### src/rtl/ser3w_pkg.sv
package ser3w_pkg;

    typedef enum logic [1:0] {
        ST_IDLE     = 2'd0,
        ST_CLK_LOW  = 2'd1,
        ST_CLK_HIGH = 2'd2,
        ST_WAIT_RDY = 2'd3
    } ser3w_state_e;

    // control byte layout
    typedef struct packed {
        logic       wait_rdy;   // bit 7
        logic       unused;     // bit 6
        logic       release_end;// bit 5
        logic       rd;         // bit 4
        logic [3:0] cnt;        // bits 3:0
    } ser3w_cfg_t;

endpackage

### src/rtl/ser3w_halftick.sv
module ser3w_halftick #(
    parameter int HALF_CYC = 8
) (
    input  logic clk,
    input  logic rst_n,
    input  logic run,
    output logic tick
);
    localparam int TMR_W = (HALF_CYC > 1) ? $clog2(HALF_CYC) : 1;
    localparam logic [TMR_W-1:0] LAST = TMR_W'(HALF_CYC - 1);

    logic [TMR_W-1:0] tmr_q;

    assign tick = run && (tmr_q == LAST);

    always_ff @(posedge clk or negedge rst_n) begin
        if (!rst_n) begin
            tmr_q <= '0;
        end else if (!run || tick) begin
            tmr_q <= '0;
        end else begin
            tmr_q <= tmr_q + 1'b1;
        end
    end
endmodule

### src/rtl/ser3w_shreg.sv
module ser3w_shreg #(
    parameter int DATA_W = 8
) (
    input  logic              clk,
    input  logic              rst_n,
    input  logic              load_en,
    input  logic [DATA_W-1:0] load_val,
    input  logic              shift_en,
    input  logic              bit_in,
    output logic [DATA_W-1:0] q
);
    always_ff @(posedge clk or negedge rst_n) begin
        if (!rst_n) begin
            q <= '0;
        end else if (shift_en) begin
            q <= {q[DATA_W-2:0], bit_in};
        end else if (load_en) begin
            q <= load_val;
        end
    end
endmodule

### src/rtl/ser3w_rise.sv
module ser3w_rise (
    input  logic clk,
    input  logic rst_n,
    input  logic din,
    output logic rise
);
    logic din_q;

    always_ff @(posedge clk or negedge rst_n) begin
        if (!rst_n) din_q <= 1'b0;
        else        din_q <= din;
    end

    assign rise = din && !din_q;
endmodule

### src/rtl/ser3w_engine.sv
module ser3w_engine
    import ser3w_pkg::*;
#(
    parameter int SYS_CLK_HZ = 125_000_000,
    parameter int SCLK_HZ    = 500_000,
    parameter int DATA_W     = 8
) (
    input  logic              clk,
    input  logic              rst_n,
    input  logic              cmd_we,
    input  logic [7:0]        cmd_cfg,
    input  logic              data_we,
    input  logic [DATA_W-1:0] data_in,
    output logic [DATA_W-1:0] data_out,
    output logic              busy,
    output logic              done_irq,
    output logic              sclk,
    output logic              sdo,
    output logic              sdo_oe,
    input  logic              sdi
);
    localparam int HALF_CYC = (SYS_CLK_HZ / (2 * SCLK_HZ) > 0) ?
                              SYS_CLK_HZ / (2 * SCLK_HZ) : 1;
    localparam int LEFT_W   = $clog2(DATA_W + 1);

    ser3w_state_e        state_q, state_d;
    ser3w_cfg_t          new_cfg;
    ser3w_cfg_t          cfg_q;
    logic [LEFT_W-1:0]   left_q;
    logic [LEFT_W-1:0]   cnt_eff;
    logic                sclk_q, sdo_q, oe_q, irq_q;
    logic                tick, rdy_rise, last_bit, park;
    logic                shift_en, load_en, timer_run;
    logic [DATA_W-1:0]   sh_q;

    assign new_cfg  = ser3w_cfg_t'(cmd_cfg);
    assign cnt_eff  = (int'(new_cfg.cnt) > DATA_W) ? LEFT_W'(DATA_W)
                                                   : LEFT_W'(new_cfg.cnt);
    assign last_bit = (left_q == LEFT_W'(1));
    assign park     = cfg_q.wait_rdy && cfg_q.release_end;

    assign timer_run = (state_q == ST_CLK_LOW) || (state_q == ST_CLK_HIGH);
    assign shift_en  = (state_q == ST_CLK_LOW) && tick;
    assign load_en   = (state_q == ST_IDLE) && data_we;

    ser3w_halftick #(.HALF_CYC(HALF_CYC)) u_tick (
        .clk   (clk),
        .rst_n (rst_n),
        .run   (timer_run),
        .tick  (tick)
    );

    ser3w_shreg #(.DATA_W(DATA_W)) u_shreg (
        .clk      (clk),
        .rst_n    (rst_n),
        .load_en  (load_en),
        .load_val (data_in),
        .shift_en (shift_en),
        .bit_in   (sdi),
        .q        (sh_q)
    );

    ser3w_rise u_rdy (
        .clk   (clk),
        .rst_n (rst_n),
        .din   (sdi),
        .rise  (rdy_rise)
    );

    // state register
    always_ff @(posedge clk or negedge rst_n) begin
        if (!rst_n) state_q <= ST_IDLE;
        else        state_q <= state_d;
    end

    // next state
    always_comb begin
        state_d = state_q;
        unique case (state_q)
            ST_IDLE: begin
                if (cmd_we && (cnt_eff != '0)) state_d = ST_CLK_LOW;
            end
            ST_CLK_LOW: begin
                if (tick) state_d = ST_CLK_HIGH;
            end
            ST_CLK_HIGH: begin
                if (tick) begin
                    if (!last_bit)  state_d = ST_CLK_LOW;
                    else if (park)  state_d = ST_WAIT_RDY;
                    else            state_d = ST_IDLE;
                end
            end
            ST_WAIT_RDY: begin
                if (rdy_rise) state_d = ST_IDLE;
            end
            default: state_d = ST_IDLE;
        endcase
    end

    // outputs and per-command registers
    always_ff @(posedge clk or negedge rst_n) begin
        if (!rst_n) begin
            cfg_q  <= '0;
            left_q <= '0;
            sclk_q <= 1'b0;
            sdo_q  <= 1'b0;
            oe_q   <= 1'b0;
            irq_q  <= 1'b0;
        end else begin
            irq_q <= 1'b0;
            unique case (state_q)
                ST_IDLE: begin
                    if (cmd_we) begin
                        cfg_q <= new_cfg;
                        if (cnt_eff == '0) begin
                            oe_q <= !new_cfg.release_end;
                        end else begin
                            left_q <= cnt_eff;
                            sdo_q  <= sh_q[DATA_W-1];
                            oe_q   <= !new_cfg.rd;
                        end
                    end
                end
                ST_CLK_LOW: begin
                    if (tick) begin
                        sclk_q <= 1'b1;
                        if (last_bit && cfg_q.release_end) oe_q <= 1'b0;
                    end
                end
                ST_CLK_HIGH: begin
                    if (tick) begin
                        sclk_q <= 1'b0;
                        left_q <= left_q - 1'b1;
                        if (last_bit) begin
                            if (!park) irq_q <= 1'b1;
                        end else begin
                            sdo_q <= sh_q[DATA_W-1];
                        end
                    end
                end
                ST_WAIT_RDY: begin
                    if (rdy_rise) irq_q <= 1'b1;
                end
                default: ;
            endcase
        end
    end

    assign busy     = (state_q != ST_IDLE);
    assign done_irq = irq_q;
    assign sclk     = sclk_q;
    assign sdo      = sdo_q;
    assign sdo_oe   = oe_q;
    assign data_out = sh_q;

endmodule

### config.mk
export PLATFORM = sky130hd
export DESIGN_NAME = ser3w_engine
export DESIGN_NICKNAME = d
export VERILOG_FILES = /design/src/rtl/ser3w_pkg.sv /design/src/rtl/ser3w_halftick.sv /design/src/rtl/ser3w_shreg.sv /design/src/rtl/ser3w_rise.sv /design/src/rtl/ser3w_engine.sv
export SDC_FILE = /design/constraint.sdc
export NUM_CORES = 1
export LEC_CHECK = 0
export BUFFER_PORTS_ARGS = -buffer_cell sky130_fd_sc_hd__buf_2
export CAP_MARGIN = 20
export CORE_MARGIN = 2
export CORE_UTILIZATION = 30
export CTS_CLUSTER_DIAMETER = 30
export DETAILED_ROUTE_END_ITERATION = 10
export GPL_TIMING_DRIVEN = 0
export HOLD_SLACK_MARGIN = 0.15
export PLACE_DENSITY = 0.51
export SETUP_SLACK_MARGIN = 0.3
export SYNTH_ARGS = -nofsm -noshare
export SYNTH_HDL_FRONTEND = slang
export SYNTH_SLANG_ARGS = --single-unit
### constraint.sdc
create_clock -name clk -period 2.7 [get_ports clk]
set_input_delay 0.405 -clock clk [delete_from_list [all_inputs] [get_ports clk]]
set_output_delay 0.405 -clock clk [all_outputs]
set_load 0.02 [all_outputs]
==> results.toml <==
[clock_network]
clock-sinks = 28
cts_buffer_depth = 2
cts_tree = "built"
htree_levels = 1
cts_buffers = 3
insertion_delay_ns = 0.27
cts_setup_buffers = 0
root_buffer = "clkbuf_8"
cts_resized = 0
cts.hold.buffers_added = 0
path_clk_slew_ns = 0.10

[setup_path]
crit_buf_inv = 2
worstPathArrival_ns = 2.23
slowest_delay_ns = 0.43
cp.required_ns = 2.87
cp-start-kind = "flip-flop"
critical_path.top_delay_family = "simple AND/OR/NAND/NOR gates"
slowest_stage = "dfrtp_1"
cp-end-kind = "flip-flop"
crit_chain = "inv_1, ha_1, and3_1, nand3_1, buf_2, nor2_1, a21oi_1"
path_max_fanout = 10
critical_path_class = "reg2reg"

[placed_design]
io_buffers = 32
detailed_place.area_sq_um = 1850
dp_hpwl_um = 2590
gp_congestion = 0.719

[timing]
post-route-period-util_pct = 76.5
worstMarginPinSlew_ns = 0.633
tns_ns = 0
hold_viol = 0
rsz0062_at_grt = "no"
slew_violations = 0
fmax_mhz = 484
post-route-min-period_ns = 2.07
relSlewSlack_pct = 57.8
worst_hold_slack_ns = 0.137
setup_viol = 0
fin_skew_ns = 0.00299

[pwr]
intPower_mw = 0.635
p_leak_nw = 0.930
powerDensity_nw_per_um2 = 413
power_mw = 0.791
power.switching_mw = 0.156
comb_power_share_pct = 4.8
power_frac_seq_pct = 53.3
ir_worst_vdd_v = 0.000238
pwr-share-clk_pct = 41.9
p_sw_share_pct = 19.7

[grt]
grt_pass1_wl_um = 6200
grt_max_degree = 29
grt_pass1_vias = 1286
grt_usage_pct = 12.8
antenna_found_initial = 0
grt.overflow.total = 0

[die]
io_pins = 34
die_x_um = 77.0
die_height_um = 77.0
start_util_pct = 31.1
die-area_sq_um = 5930
rows = 26
core_sq_um = 5140

[synthesis]
synth_area_sq_um = 1600
synthTopCellsByArea = "dfrtp_1 44%, ha_1 6.3%, mux2i_1 5.6%, nor2_1 4.2%, a21oi_1 3.4%"
yosys_warnings = 0
synth-main-ff-cell = "dfrtp_1"
synth-seq-area-share_pct = 43.9
synth.largest_area_cell = "dfrtp_1"
ys_ff_latch = 28
synth.distinct_cells = 43
yosys.area.top_type_share_pct = 43.9
syn_avg_cell_area_sq_um = 10.1
postSynthCellCount = 158
syn_nets = 187
async_reset_ff_share_pct = 100
synth-edff-count = 0

[route]
drt_first_pass_iters = 4
ant_nets = 0
drt_iter0_markers = 82
viasPerCell = 4.86
drcViolationCount = 0
avgRoutedWirePerCell_um = 13.5
drt_wl_total_um = 3560
vias = 1282

[final_layout]
fin_nets = 224
fin_area_sq_um = 1920
n_antenna_cell = 0
area_growth_syn_to_layout_pct = 20.0
drive_gt1_share_pct = 25.8

[flow_run]
maxCapViolations = 0

[status]
outcome = "completed"

[hold_path]
hp-class = "in2async"
## metal layers
metal	global-route usage, %	vias to the layer above	routed length (um)
met4	1.61	0	12
met5	0	-	0
met2	20.7	33	1590
met1	18.1	607	1800
met3	2.59	2	153
li1	-	640	-
## cell usage after synthesis (2+ instances only)
master   count
ha_1         8
nor4_1       2
dfrtp_1     28
o22ai_1      2
o21ai_0      6
xor2_1       4
nand3_1      5
mux2_2       4
nand2_1      8
buf_2        2
a21oi_1     11
nor3_1       3
buf_6        2
nor2_1      18
and4_1       2
and3_1       5
nor2b_1      4
inv_1       10
a211o_1      2
mux2i_1      9
## cell families (layout without fill, tap and decap cells)
family,Yosys count,count (layout),share of synthesized area (%)
simple gates,55,55,18.3
compound gates,34,34,15.7
flops,28,28,43.9
buf+inv,15,51,4.62
mux,13,13,8.46
fa+ha+maj,8,8,6.26
xor+xnor,5,5,2.74
## area by class of cell
| type | instances | area, sq um |
|---|---|---|
| timing repair buffer | 32 | 160 |
| sequential | 28 | 701 |
| buffer | 5 | 36.3 |
| inverter | 10 | 37.5 |
| clock buffer | 3 | 41.3 |
| multi-input combinational | 115 | 823 |
| tap | 70 | 87.6 |
| fill | 554 | 3220 |
| clock inverter | 1 | 30.0 |
## stage by stage
stage	util (%)	std cells	worst slack, ns
2_1_floorplan	-	158	0.847
3_3_place_gp	35.9	260	0.644
3_5_place_dp	35.9	260	0.683
4_1_cts	37.3	264	0.666
5_1_grt	37.3	264	0.461
6_report	37.3	264	0.633
## sequential cells by signal, summed over array words and instances, names as in the netlist
signal        flops
cfg_q             2
done_irq          1
left_q            4
sclk              1
sdo               1
sdo_oe            1
state_q           2
u_rdy.din_q       1
u_shreg.q         8
u_tick.tmr_q      7
## worst paths after layout
| path | startpoint | endpoint | slack, ns | depth (start not counted) |
|---|---|---|---|---|
| worst max-delay path | state_q[1] | u_shreg.q[5] | 0.63 | 7 |
| worst min-delay path | rst_n | u_tick.tmr_q[4] | 0.14 | 1 |
| worst max register to register | state_q[1] | u_shreg.q[5] | 0.63 | 7 |
| worst min register to register | cfg_q[7] | cfg_q[7] | 0.52 | 1 |
| max in group asynchronous | rst_n | left_q[2] | 2.15 | 1 |
| min in group clk | sdi | u_rdy.din_q | 0.26 | 1 |
## cell usage in the layout (no fill, tap or decap), drive strengths merged, types with 2 or more instances in the layout
cell type	netlist	final
mux2	4	4
and4	2	2
xor2	4	4
and2	2	2
mux2i	9	9
clkbuf	1	4
o211ai	2	2
nor3	3	3
nor4	2	2
a211o	2	2
o21ai	6	6
buf	4	36
nand2	9	9
nor3b	2	2
nor2	18	18
and3	5	5
a21oi	11	11
ha	8	8
o22ai	2	2
dfrtp	28	28
nor2b	4	4
nand3	5	5
inv	10	10
## power by group through the flow
stage,Sequential (mW),Clock [mW],Combinational [mW]
2_1_floorplan,0.431,0,0.00850
3_3_place_gp,0.430,0,0.0387
3_5_place_dp,0.430,0,0.0390
4_1_cts,0.422,0.346,0.0390
5_1_grt,0.422,0.367,0.0430
6_report,0.421,0.332,0.0377
Power figures use the tool's default switching activity.
